<file path="config.mk">
export PLATFORM = sky130hd
export DESIGN_NAME = strided_subset_copier
export DESIGN_NICKNAME = d
export VERILOG_FILES = /design/src/rtl/sxg_pkg.sv /design/src/rtl/sxg_param_decode.sv /design/src/rtl/sxg_src_clamp.sv /design/src/rtl/strided_subset_copier.sv
export SDC_FILE = /design/constraint.sdc
export NUM_CORES = 1
export LEC_CHECK = 0
export BUFFER_PORTS_ARGS = -buffer_cell sky130_fd_sc_hd__buf_4
export CORE_MARGIN = 1.5
export CORE_UTILIZATION = 60
export CTS_CLUSTER_SIZE = 10
export DETAILED_ROUTE_END_ITERATION = 7
export PLACE_DENSITY = 0.79
export SYNTH_ARGS = -nofsm -noshare
export SYNTH_HDL_FRONTEND = slang
export SYNTH_SLANG_ARGS = --single-unit
</file>
<file path="constraint.sdc">
create_clock -name clk -period 3.4 [get_ports clk]
set_input_delay 0.17 -clock clk [delete_from_list [all_inputs] [get_ports clk]]
set_output_delay 0.17 -clock clk [all_outputs]
set_load 0.1 [all_outputs]
</file>
<file path="src/rtl/sxg_pkg.sv">
package sxg_pkg;

    typedef enum logic [2:0] {
        ST_IDLE,
        ST_RD,
        ST_WR,
        ST_SIG,
        ST_DONE
    } sxg_state_e;

    typedef enum logic [1:0] {
        PH_SUB1,
        PH_SUB2,
        PH_TAIL
    } sxg_phase_e;

    localparam int SIG_LEN = 3;

    function automatic logic [7:0] guard_byte(input logic [1:0] idx);
        unique case (idx)
            2'd0:    return 8'h01;
            2'd1:    return 8'hFE;
            default: return 8'h80;
        endcase
    endfunction

endpackage

</file>
<file path="src/rtl/sxg_param_decode.sv">
module sxg_param_decode #(
    parameter int PRM_W = 8,
    parameter int OFF_W = 19
) (
    input  logic [PRM_W-1:0] step1_code,
    input  logic [PRM_W-1:0] step2_code,
    input  logic [PRM_W-1:0] shift_code,
    output logic [PRM_W-1:0] step1,
    output logic [PRM_W-1:0] step2,
    output logic [OFF_W-1:0] base2_off
);
    logic [PRM_W-1:0] shift;

    function automatic logic [PRM_W-1:0] unbias(input logic [PRM_W-1:0] c);
        return (c == '0) ? '0 : c - PRM_W'(1);
    endfunction

    always_comb begin
        step1     = unbias(step1_code);
        step2     = unbias(step2_code);
        shift     = unbias(shift_code);
        base2_off = OFF_W'(5) * OFF_W'(step1) * OFF_W'(shift);
    end
endmodule

</file>
<file path="src/rtl/sxg_src_clamp.sv">
module sxg_src_clamp #(
    parameter int AW       = 16,
    parameter int OFF_W    = 19,
    parameter int SRC_BASE = 'h6000,
    parameter int SRC_LEN  = 5000
) (
    input  logic [OFF_W-1:0] off,
    output logic [AW-1:0]    addr
);
    localparam logic [OFF_W-1:0] LAST_OFF = OFF_W'(SRC_LEN - 1);

    always_comb begin
        if (off > LAST_OFF)
            addr = AW'(SRC_BASE) + AW'(LAST_OFF);
        else
            addr = AW'(SRC_BASE) + AW'(off);
    end
endmodule

</file>
<file path="src/rtl/strided_subset_copier.sv">
module strided_subset_copier
    import sxg_pkg::*;
#(
    parameter int AW       = 16,
    parameter int PRM_W    = 8,
    parameter int SRC_BASE = 'h6000,
    parameter int SRC_LEN  = 5000,
    parameter int DST_BASE = 'h4000,
    parameter int SUB_LEN  = 500,
    parameter int TAIL_SRC = 'h4320,
    parameter int TAIL_LEN = 100
) (
    input  logic             clk,
    input  logic             rst_n,
    input  logic             start,
    input  logic [PRM_W-1:0] step1_code,
    input  logic [PRM_W-1:0] step2_code,
    input  logic [PRM_W-1:0] shift_code,
    input  logic [7:0]       mem_rdata,
    output logic [AW-1:0]    mem_addr,
    output logic [7:0]       mem_wdata,
    output logic             mem_we,
    output logic             done,
    output logic             rewind
);
    localparam int OFF_W = $clog2(5 * (2**PRM_W) * (2**PRM_W) + SUB_LEN * (2**PRM_W));
    localparam int CNT_W = $clog2(SUB_LEN + 1);
    localparam logic [CNT_W-1:0] SUB_LAST  = CNT_W'(SUB_LEN - 1);
    localparam logic [CNT_W-1:0] TAIL_LAST = CNT_W'(TAIL_LEN - 1);
    localparam logic [CNT_W-1:0] SIG_LAST  = CNT_W'(SIG_LEN - 1);
    localparam int DST_END = DST_BASE + 2 * SUB_LEN + SIG_LEN + TAIL_LEN - 1;
    localparam int SRC_END = SRC_BASE + SRC_LEN - 1;

    sxg_state_e       st;
    sxg_phase_e       phase;
    logic [CNT_W-1:0] cnt;
    logic [OFF_W-1:0] off;
    logic [AW-1:0]    dst;
    logic [PRM_W-1:0] s1_q, s2_q;
    logic [OFF_W-1:0] off2_q;

    logic [PRM_W-1:0] step1_d, step2_d;
    logic [OFF_W-1:0] off2_d;
    logic [AW-1:0]    src_addr;

    sxg_param_decode #(.PRM_W(PRM_W), .OFF_W(OFF_W)) u_decode (
        .step1_code (step1_code),
        .step2_code (step2_code),
        .shift_code (shift_code),
        .step1      (step1_d),
        .step2      (step2_d),
        .base2_off  (off2_d)
    );

    sxg_src_clamp #(.AW(AW), .OFF_W(OFF_W), .SRC_BASE(SRC_BASE), .SRC_LEN(SRC_LEN)) u_clamp (
        .off  (off),
        .addr (src_addr)
    );

    // State register and datapath counters
    always_ff @(posedge clk or negedge rst_n) begin
        if (!rst_n) begin
            st     <= ST_IDLE;
            phase  <= PH_SUB1;
            cnt    <= '0;
            off    <= '0;
            dst    <= AW'(DST_BASE);
            s1_q   <= '0;
            s2_q   <= '0;
            off2_q <= '0;
            rewind <= 1'b0;
        end else begin
            rewind <= 1'b0;
            unique case (st)
                ST_IDLE: begin
                    if (start) begin
                        st     <= ST_RD;
                        phase  <= PH_SUB1;
                        cnt    <= '0;
                        off    <= '0;
                        dst    <= AW'(DST_BASE);
                        s1_q   <= step1_d;
                        s2_q   <= step2_d;
                        off2_q <= off2_d;
                        rewind <= 1'b1;
                    end
                end
                ST_RD: st <= ST_WR;
                ST_WR: begin
                    dst <= dst + AW'(1);
                    if (phase == PH_TAIL) begin
                        if (cnt == TAIL_LAST) begin
                            st <= ST_DONE;
                        end else begin
                            cnt <= cnt + CNT_W'(1);
                            st  <= ST_RD;
                        end
                    end else if (cnt == SUB_LAST) begin
                        cnt <= '0;
                        if (phase == PH_SUB1) begin
                            phase <= PH_SUB2;
                            off   <= off2_q;
                            st    <= ST_RD;
                        end else begin
                            st <= ST_SIG;
                        end
                    end else begin
                        cnt <= cnt + CNT_W'(1);
                        off <= off + OFF_W'((phase == PH_SUB1) ? s1_q : s2_q);
                        st  <= ST_RD;
                    end
                end
                ST_SIG: begin
                    dst <= dst + AW'(1);
                    if (cnt == SIG_LAST) begin
                        cnt   <= '0;
                        phase <= PH_TAIL;
                        st    <= ST_RD;
                    end else begin
                        cnt <= cnt + CNT_W'(1);
                    end
                end
                ST_DONE: st <= ST_IDLE;
                default: st <= ST_IDLE;
            endcase
        end
    end

    // Output decode
    always_comb begin
        mem_addr  = dst;
        mem_wdata = 8'h00;
        mem_we    = 1'b0;
        done      = 1'b0;
        unique case (st)
            ST_IDLE: ;
            ST_RD: begin
                if (phase == PH_TAIL)
                    mem_addr = AW'(TAIL_SRC) + AW'(cnt);
                else
                    mem_addr = src_addr;
            end
            ST_WR: begin
                mem_we    = 1'b1;
                mem_wdata = mem_rdata;
            end
            ST_SIG: begin
                mem_we    = 1'b1;
                mem_wdata = guard_byte(cnt[1:0]);
            end
            ST_DONE: done = 1'b1;
            default: ;
        endcase
    end

    assert_we_in_window_R7: assert property (@(posedge clk) disable iff (!rst_n)
        mem_we |-> (mem_addr >= AW'(DST_BASE) && mem_addr <= AW'(DST_END)));

    assert_write_after_read_R7: assert property (@(posedge clk) disable iff (!rst_n)
        (st == ST_WR) |-> ($past(st) == ST_RD));

    assert_src_clamped_R6: assert property (@(posedge clk) disable iff (!rst_n)
        (st == ST_RD && phase != PH_TAIL) |->
            (mem_addr >= AW'(SRC_BASE) && mem_addr <= AW'(SRC_END)));

    assert_done_single_R8: assert property (@(posedge clk) disable iff (!rst_n)
        done |=> !done);

    assert_rewind_entry_R9: assert property (@(posedge clk) disable iff (!rst_n)
        rewind |-> (st == ST_RD && mem_addr == AW'(SRC_BASE) && !mem_we));

endmodule

</file>
==> out/qor.yml, run 1 <==
synthesis:
  synth-edff-count: 0
  synth-seq-area-share_pct: 24.79
  synth-main-ff-cell: "dfrtp_1"
  synth_seq_cells: 85
  async_reset_ff_share_pct: 100.0
  syn_area_per_cell_sq_um: 8.501
  postSynthCellCount: 1010
  yosys.area.top_type: "dfrtp_1"
  synthDistinctLibCells: 73
  synthTopCellsByArea: "dfrtp_1 24%, fa_1 13%, ha_1 10%, nand2_1 4.7%, inv_1 4.6%"
  yosys_warnings: 0
  synthesis.area_sq_um: 8586
  synth_top_area_share_pct: 24.48
  synth.net_count: 1173
worst_setup_path:
  end_kind: "flop"
  path_class: "input port to flop"
  crit_fanout: 4
  cpPeakStageDelay_ns: 0.49
  crit_slowest_cell: "fa_1"
  worstPathArrival_ns: 6.63
  cp-start-kind: "input port"
  reg2reg_from: "phase[1]"
  worstPathRequired_ns: 3.62
  reg2reg_setup_slack_ns: 0.17
  startpoint: "step1_code[1]"
timing:
  rsz0062_at_grt: "yes"
  setup_viol: 15
  maxSlewHeadroom_pct: 37.74
  skew_ns: 0.009647
  fin_tns_setup_ns: -35.35
  fin_hold_ws_ns: -0.04269
  fmax_ghz: 0.1559
  tightest_slew_ns: 0.9339
  setup_ws_ns: -3.015
  finalMaxSlewViolations: 0
  hold_violations: 53
  fin_crit_sh_pct: 188.7
  finalCriticalPeriod_ns: 6.415
drt:
  first_iter_violations: 736
  ant_nets: 0
  drt-total-wl_um: 24140
  vias_per_cell: 5.990
  first_pass_iters: 5
  wl_per_cell_um: 17.54
  drc: 0
  vias: 8242
run:
  maxCapViolCount: 0
placement:
  gp_congestion: 0.9418
  dpl.hpwl_um: 17450
  port_buffers: 61
  dpl.cell_count: 1339
global_routing:
  antenna_found_initial: 0
  grt_max_degree: 75
  grt_pass1_vias: 8089
  track_usage_pct: 32.42
  overflow: 0
  grt_pass1_wl_um: 38560
clock_tree:
  cts_buffers: 9
  htreeDepth: 3
  cts_tree: "yes"
  insertion_delay_ns: 0.35
  clock_path_buffers: 2
  cts_sinks: 85
  clk_pin_slew_ns: 0.06
  cts_root_buffer: "clkbuf_16"
cells_and_area:
  nNetsFinal: 1354
  nFillCells: 903
  num_antenna_cells: 0
  fin_cells: 1376
  drive_gt1_share_pct: 28.18
  area_delta_synth_final_pct: 29.76
floorplanning:
  die_w_um: 122.6
  ioPinCount: 62
  initial_core_util_pct: 61.61
  rows: 43
  dieArea_sq_um: 15040
  core-area_sq_um: 13930
  die_h_um: 122.6
run_status:
  outcome: "complete, but fails checks"
  violations: "hold timing, setup timing"
min_path:
  min_path_type: "input port to async pin"
==> layer usage <==
metal	global-route usage [%]	part of all wire, %	vias up	wire, um
met5	0	0	-	0
met4	13.52	3.9	0	945
met3	4.275	5.0	75	1209
met2	57.72	51	316	12320
met1	39.48	40	3994	9666
li1	-	-	3857	-
==> sequential cells by signal (all words and copies together), names as in the netlist <==
signal and flops:
cnt 9, rewind 1, s1_q 8, off2_q 19, off 19, phase 2, s2_q 8, dst 16
st 3
==> final cells by class <==
| type | instances | area [sq um] | share of cell area, % |
|---|---|---|---|
| Clock buffer | 11 | 232.7 | 2.089 |
| Clock inverter | 5 | 85.08 | 0.7637 |
| Inverter | 106 | 417.9 | 3.751 |
| Multi-Input combinational cell | 780 | 6436 | 57.77 |
| Sequential cell | 85 | 2128 | 19.10 |
| Tap cell | 180 | 225.2 | 2.022 |
| Timing Repair Buffer | 209 | 1615 | 14.50 |
==> what timing repair did <==
action                     4_1_cts  5_1_grt
setup endpoints to repair       15       15
gates resized for setup         52       33
hold buffers                     0        0
pin swaps                       38       34
gates cloned                     0        0
setup buffers                   12       14
==> layout by cell type (no fill, tap or decap), drive strengths merged, types with 8 or more instances in the layout <==
master  instances
ha             72
dfrtp          84
inv           105
clkbuf         11
nor4           11
a21oi          47
buf           209
nand2         108
xor2           19
a21o           13
nand2b         24
and3           16
mux2            9
xnor2          17
mux2i          15
fa             56
nand4           8
nand3          28
o21ai          63
nor2           86
nor2b          11
o31ai          19
or2            13
and2           14
nor3           26
==> metrics by stage <==
stage	setup WS (ns)	util, %	instance area [sq um]
floorplan	-3.217	-	8841
global placement	-3.218	74.01	10310
detailed placement	-3.353	74.01	10310
CTS	-2.832	78.35	10920
global route	-3.277	79.95	11140
finish	-3.015	79.95	11140
==> cell usage after synthesis, types with 3 or more instances <==
| cell | number |
|---|---|
| nand2_1 | 108 |
| inv_1 | 105 |
| nor2_1 | 86 |
| dfrtp_1 | 84 |
| ha_1 | 72 |
| o21ai_0 | 63 |
| fa_1 | 56 |
| a21oi_1 | 47 |
| clkbuf_1 | 33 |
| nand3_1 | 28 |
| nor3_1 | 25 |
| nand2b_1 | 24 |
| xor2_1 | 19 |
| o31ai_1 | 18 |
| and3_1 | 16 |
| mux2i_1 | 15 |
| xnor2_1 | 15 |
| and2_1 | 14 |
| a21o_1 | 13 |
| nor2b_1 | 11 |
| nor4_1 | 11 |
| mux2_2 | 9 |
| nand4_1 | 8 |
| o21bai_1 | 7 |
| or2_2 | 7 |
| or2_1 | 6 |
| a211oi_1 | 5 |
| and4_1 | 5 |
| buf_2 | 5 |
| nor3b_1 | 5 |
| o21a_1 | 5 |
| or3_1 | 5 |
| a221o_1 | 4 |
| a22oi_1 | 4 |
| a311oi_1 | 4 |
| a31oi_1 | 4 |
| nand3b_1 | 4 |
| o221a_2 | 4 |
| o22ai_1 | 4 |
| a211o_1 | 3 |
| a32oi_1 | 3 |
| nor4b_1 | 3 |
| o31a_1 | 3 |
| o41ai_1 | 3 |
==> worst max-delay path: cells and delay by family <==
family	cells	cell delay, ns
adders and majority gates	10	3.24
AOI/OAI and AO/OA	8	1.48
and+or+nand+nor	4	0.91
buffers and inverters	8	0.66
xor gates and xnor gates	1	0.16
==> logic make-up after synthesis <==
| logic type | after synthesis | synth area share, % |
|---|---|---|
| buf+inv | 145 | 6.412 |
| mux | 24 | 2.929 |
| flops | 85 | 24.79 |
| compound gates | 215 | 16.63 |
| simple gates | 376 | 21.71 |
| xor+xnor | 36 | 3.847 |
| fa+ha+maj | 129 | 23.68 |
==> path summary, 6_finish.rpt <==
check / end / depth (start not counted)
max in group asynchronous: off2_q[12] / 2
max reg2reg: off[16] / 11
min reg2reg: s1_q[7] / 2
min in group clk: s2_q[0] / 2
min: st[0] / 1
max: off2_q[16] / 31
Power of run 1 is left out: the tool's default activity adds up to more than one toggle a clock period on the data nets, which glitch-free logic cannot reach.
==> run 2: changes to the inputs <==
SYNTH_HIERARCHICAL = 1   (was unset)
==> run 2 against run 1 <==
  * The run ends with setup timing left
  * Largest cell class unchanged
  * Core utilization fell by 1.4 points
  * Critical endpoint is now off2_q[17]
  * Worst hold slack better by 0.062 ns
  * Sequential cell count did not move
  * Area after synthesis increased by 8.4%
  * Maximum frequency up 7.2%
  * Non-clock buffer count up 7
==> out/qor.yml, run 2 <==
synthesis:
  synth_top_area_share_pct: 22.59  # -1.9 points
  synth.net_count: 1321  # +13%
  syn_area_per_cell_sq_um: 8.030  # -5.5%
  synth_seq_cells: 85  # unchanged
  yosys_warnings: 6  # +6
  synth-edff-count: 0  # unchanged
  synthesis.area_sq_um: 9306  # +8.4%
  synth-seq-area-share_pct: 22.87  # -1.9 points
  postSynthCellCount: 1159  # +15%
  netlist_top_cells_count: "200 x nand2_1, 121 x inv_1, 113 x nor2_1"
  yosys.cell_count.top_type: "nand2_1"
  synth-main-ff-cell: "dfrtp_1"
  yosys.area.top_type: "dfrtp_1"
  async_reset_ff_share_pct: 100.0  # unchanged
  synthTopCellsByArea: "dfrtp_1 23%, fa_1 12%, ha_1 9.5%, nand2_1 8.1%, inv_1 4.9%"
  synthDistinctLibCells: 88  # +21%
worst_setup_path:
  worstPathRequired_ns: 3.62  # about the same
  cp_common_cell: "fa_1"
  worstPathArrival_ns: 6.21  # -0.42 ns
  end_kind: "flop"
  cpPeakStageDelay_ns: 0.54  # +0.05 ns
  crit_fanout: 4  # unchanged
  crit_slowest_cell: "fa_1"
  path_class: "input port to flop"
  cp-start-kind: "input port"
timing:
  finalCriticalPeriod_ns: 5.983  # -0.4315 ns
  setup_viol: 15  # unchanged
  setup_ws_ns: -2.583  # +0.4315 ns
  hold_violations: 0  # -100%
  fmax_ghz: 0.1671  # +7.2%
  tightest_slew_ns: 1.075  # +0.1407 ns
  finalMaxSlewViolations: 0  # unchanged
  skew_ns: 0.006638  # -0.003009 ns
  fin_crit_sh_pct: 176.0  # -13 points
  rsz0062_at_grt: "yes"
  maxSlewHeadroom_pct: 28.36  # -9.4 points
clock_tree:
  clk_pin_slew_ns: 0.07  # about the same
  cts_root_buffer: "clkbuf_16"
  cts_sinks: 85  # unchanged
  hold_buffers: 0  # unchanged
  htreeDepth: 3  # unchanged
  cts_buffers: 9  # unchanged
  cts_tree: "yes"
  insertion_delay_ns: 0.35  # about the same
  clock_path_buffers: 2  # unchanged
cells_and_area:
  layout_common_cells: "200 x buf_4, 197 x nand2_1, 107 x nor2_1, 104 x inv_1, 84 x dfrtp_1"
  num_antenna_cells: 0  # unchanged
  drive_gt1_share_pct: 28.32  # +0.14 points
  layout_commonest_cell: "buf_4"
  fin_cells: 1530  # +11%
  nNetsFinal: 1499  # +11%
  top_regs: "off2_q x19, off x19, dst x16"
  area_delta_synth_final_pct: 28.31
run_status:
  violations: "setup timing"
  outcome: "complete, but fails checks"
placement:
  dpl.hpwl_um: 18060  # +3.5%
  port_buffers: 61  # unchanged
  gp_congestion: 0.9599  # +1.9%
  dpl.cell_count: 1487  # +11%
floorplanning:
  dieArea_sq_um: 16270  # +8.2%
  die_w_um: 127.5  # +4.0%
  rows: 45  # +4.7%
  core-area_sq_um: 15200  # +9.1%
  ioPinCount: 62  # unchanged
  die_h_um: 127.5  # +4.0%
  initial_core_util_pct: 61.22  # -0.40 points
global_routing:
  overflow: 0  # unchanged
  grt_pass1_wl_um: 40680  # +5.5%
  grt_max_degree: 86  # +15%
  antenna_found_initial: 0  # unchanged
  track_usage_pct: 30.82  # -1.6 points
  grt_pass1_vias: 8681  # +7.3%
drt:
  drt-total-wl_um: 26130  # +8.3%
  drc: 0  # unchanged
  vias: 8983  # +9.0%
  first_pass_iters: 7  # +2
  vias_per_cell: 5.871  # -2.0%
  ant_nets: 0  # unchanged
  first_iter_violations: 572  # -22%
  wl_per_cell_um: 17.08  # -2.6%
run:
  maxCapViolCount: 0  # unchanged
min_path:
  min_path_type: "input port to async pin"
run 2: changes by cell type in the layout (fill, tap and decap cells not counted), sizes merged, moves of 14 or more:
cell / change
o21ai: -18
o31ai: -14
nor2: +30
nand3: +17
a21oi: -15
nand2: +93
inv: +18
o211ai: +14
run 2: repair_timing:
action                                  in CTS  in global routing
endpoints found under the hold margin        0                  0
pin swaps                                   41                 30
endpoints found under the setup margin      15                 17
cloned                                       0                  0
gates resized for setup                     42                 53
buffers inserted                            13                 15
run 2: cell type report:
class,count,area (sq um)
clock inverters,6,71.32
flip-flops and latches,85,2128
clock buffers,10,239.0
well taps,188,235.2
multi-input cells,902,7091
repair buffers,216,1690
inverters,123,486.7
fillers,991,3261
run 2: metal layers:
metal	vias up	global-route usage, %	share of wire, %
li1	4275	-	-
met1	4295	37.10	40
met2	326	56.79	51
met3	87	3.350	4.8
met4	0	11.23	4.0
met5	-	0	0
run 2: stage by stage:
step | setup WS, ns | setup TNS (ns) | util (%) | hold slack (ns) | cell area (sq um)
2_1_floorplan | -2.676 | -31.01 | - | -0.1256 | 9558
3_3_place_gp | -2.832 | -35.23 | 72.13 | 0.4233 | 10970
3_5_place_dp | -2.951 | -37.04 | 72.13 | 0.4317 | 10970
4_1_cts | -2.394 | -29.04 | 76.13 | 0.06222 | 11570
5_1_grt | -2.812 | -35.73 | 78.55 | 0.1179 | 11940
6_report | -2.583 | -32.57 | 78.55 | 0.01964 | 11940
run 2: cells by family after synthesis:
logic type	after synthesis	synth area share, %
xor+xnor	35	3.442
fa+ha+maj	130	21.93
simple gates	518	26.96
flops	85	22.87
mux	31	3.657
compound gates	188	13.69
buf+inv	172	7.462
run 2: path summary, 6_finish.rpt:
check                              startpoint          to  slack, ns  cells past startpoint
worst max-delay path            step1_code[1]  off2_q[17]      -2.58                     29
worst min register to register        s1_q[7]     s1_q[7]       0.48                      2
min in group clk                step2_code[0]     s2_q[0]       0.10                      4
worst min-delay path                    rst_n       st[0]       0.02                      1
worst max register to register       phase[1]     off[18]       0.29                     10
max in group asynchronous               rst_n   off2_q[9]       2.69                      1
run 2: critical path: cells and delay by family:
family | cells | cell delay (ns)
multiplexers | 1 | 0.32
adder cells (fa/ha/maj) | 8 | 2.85
buffers and inverters | 6 | 0.47
XOR/XNOR | 1 | 0.28
AND/OR/NAND/NOR | 7 | 1.13
AO/OA/AOI/OAI | 6 | 0.98
Power of run 2 is left out for the same reason.
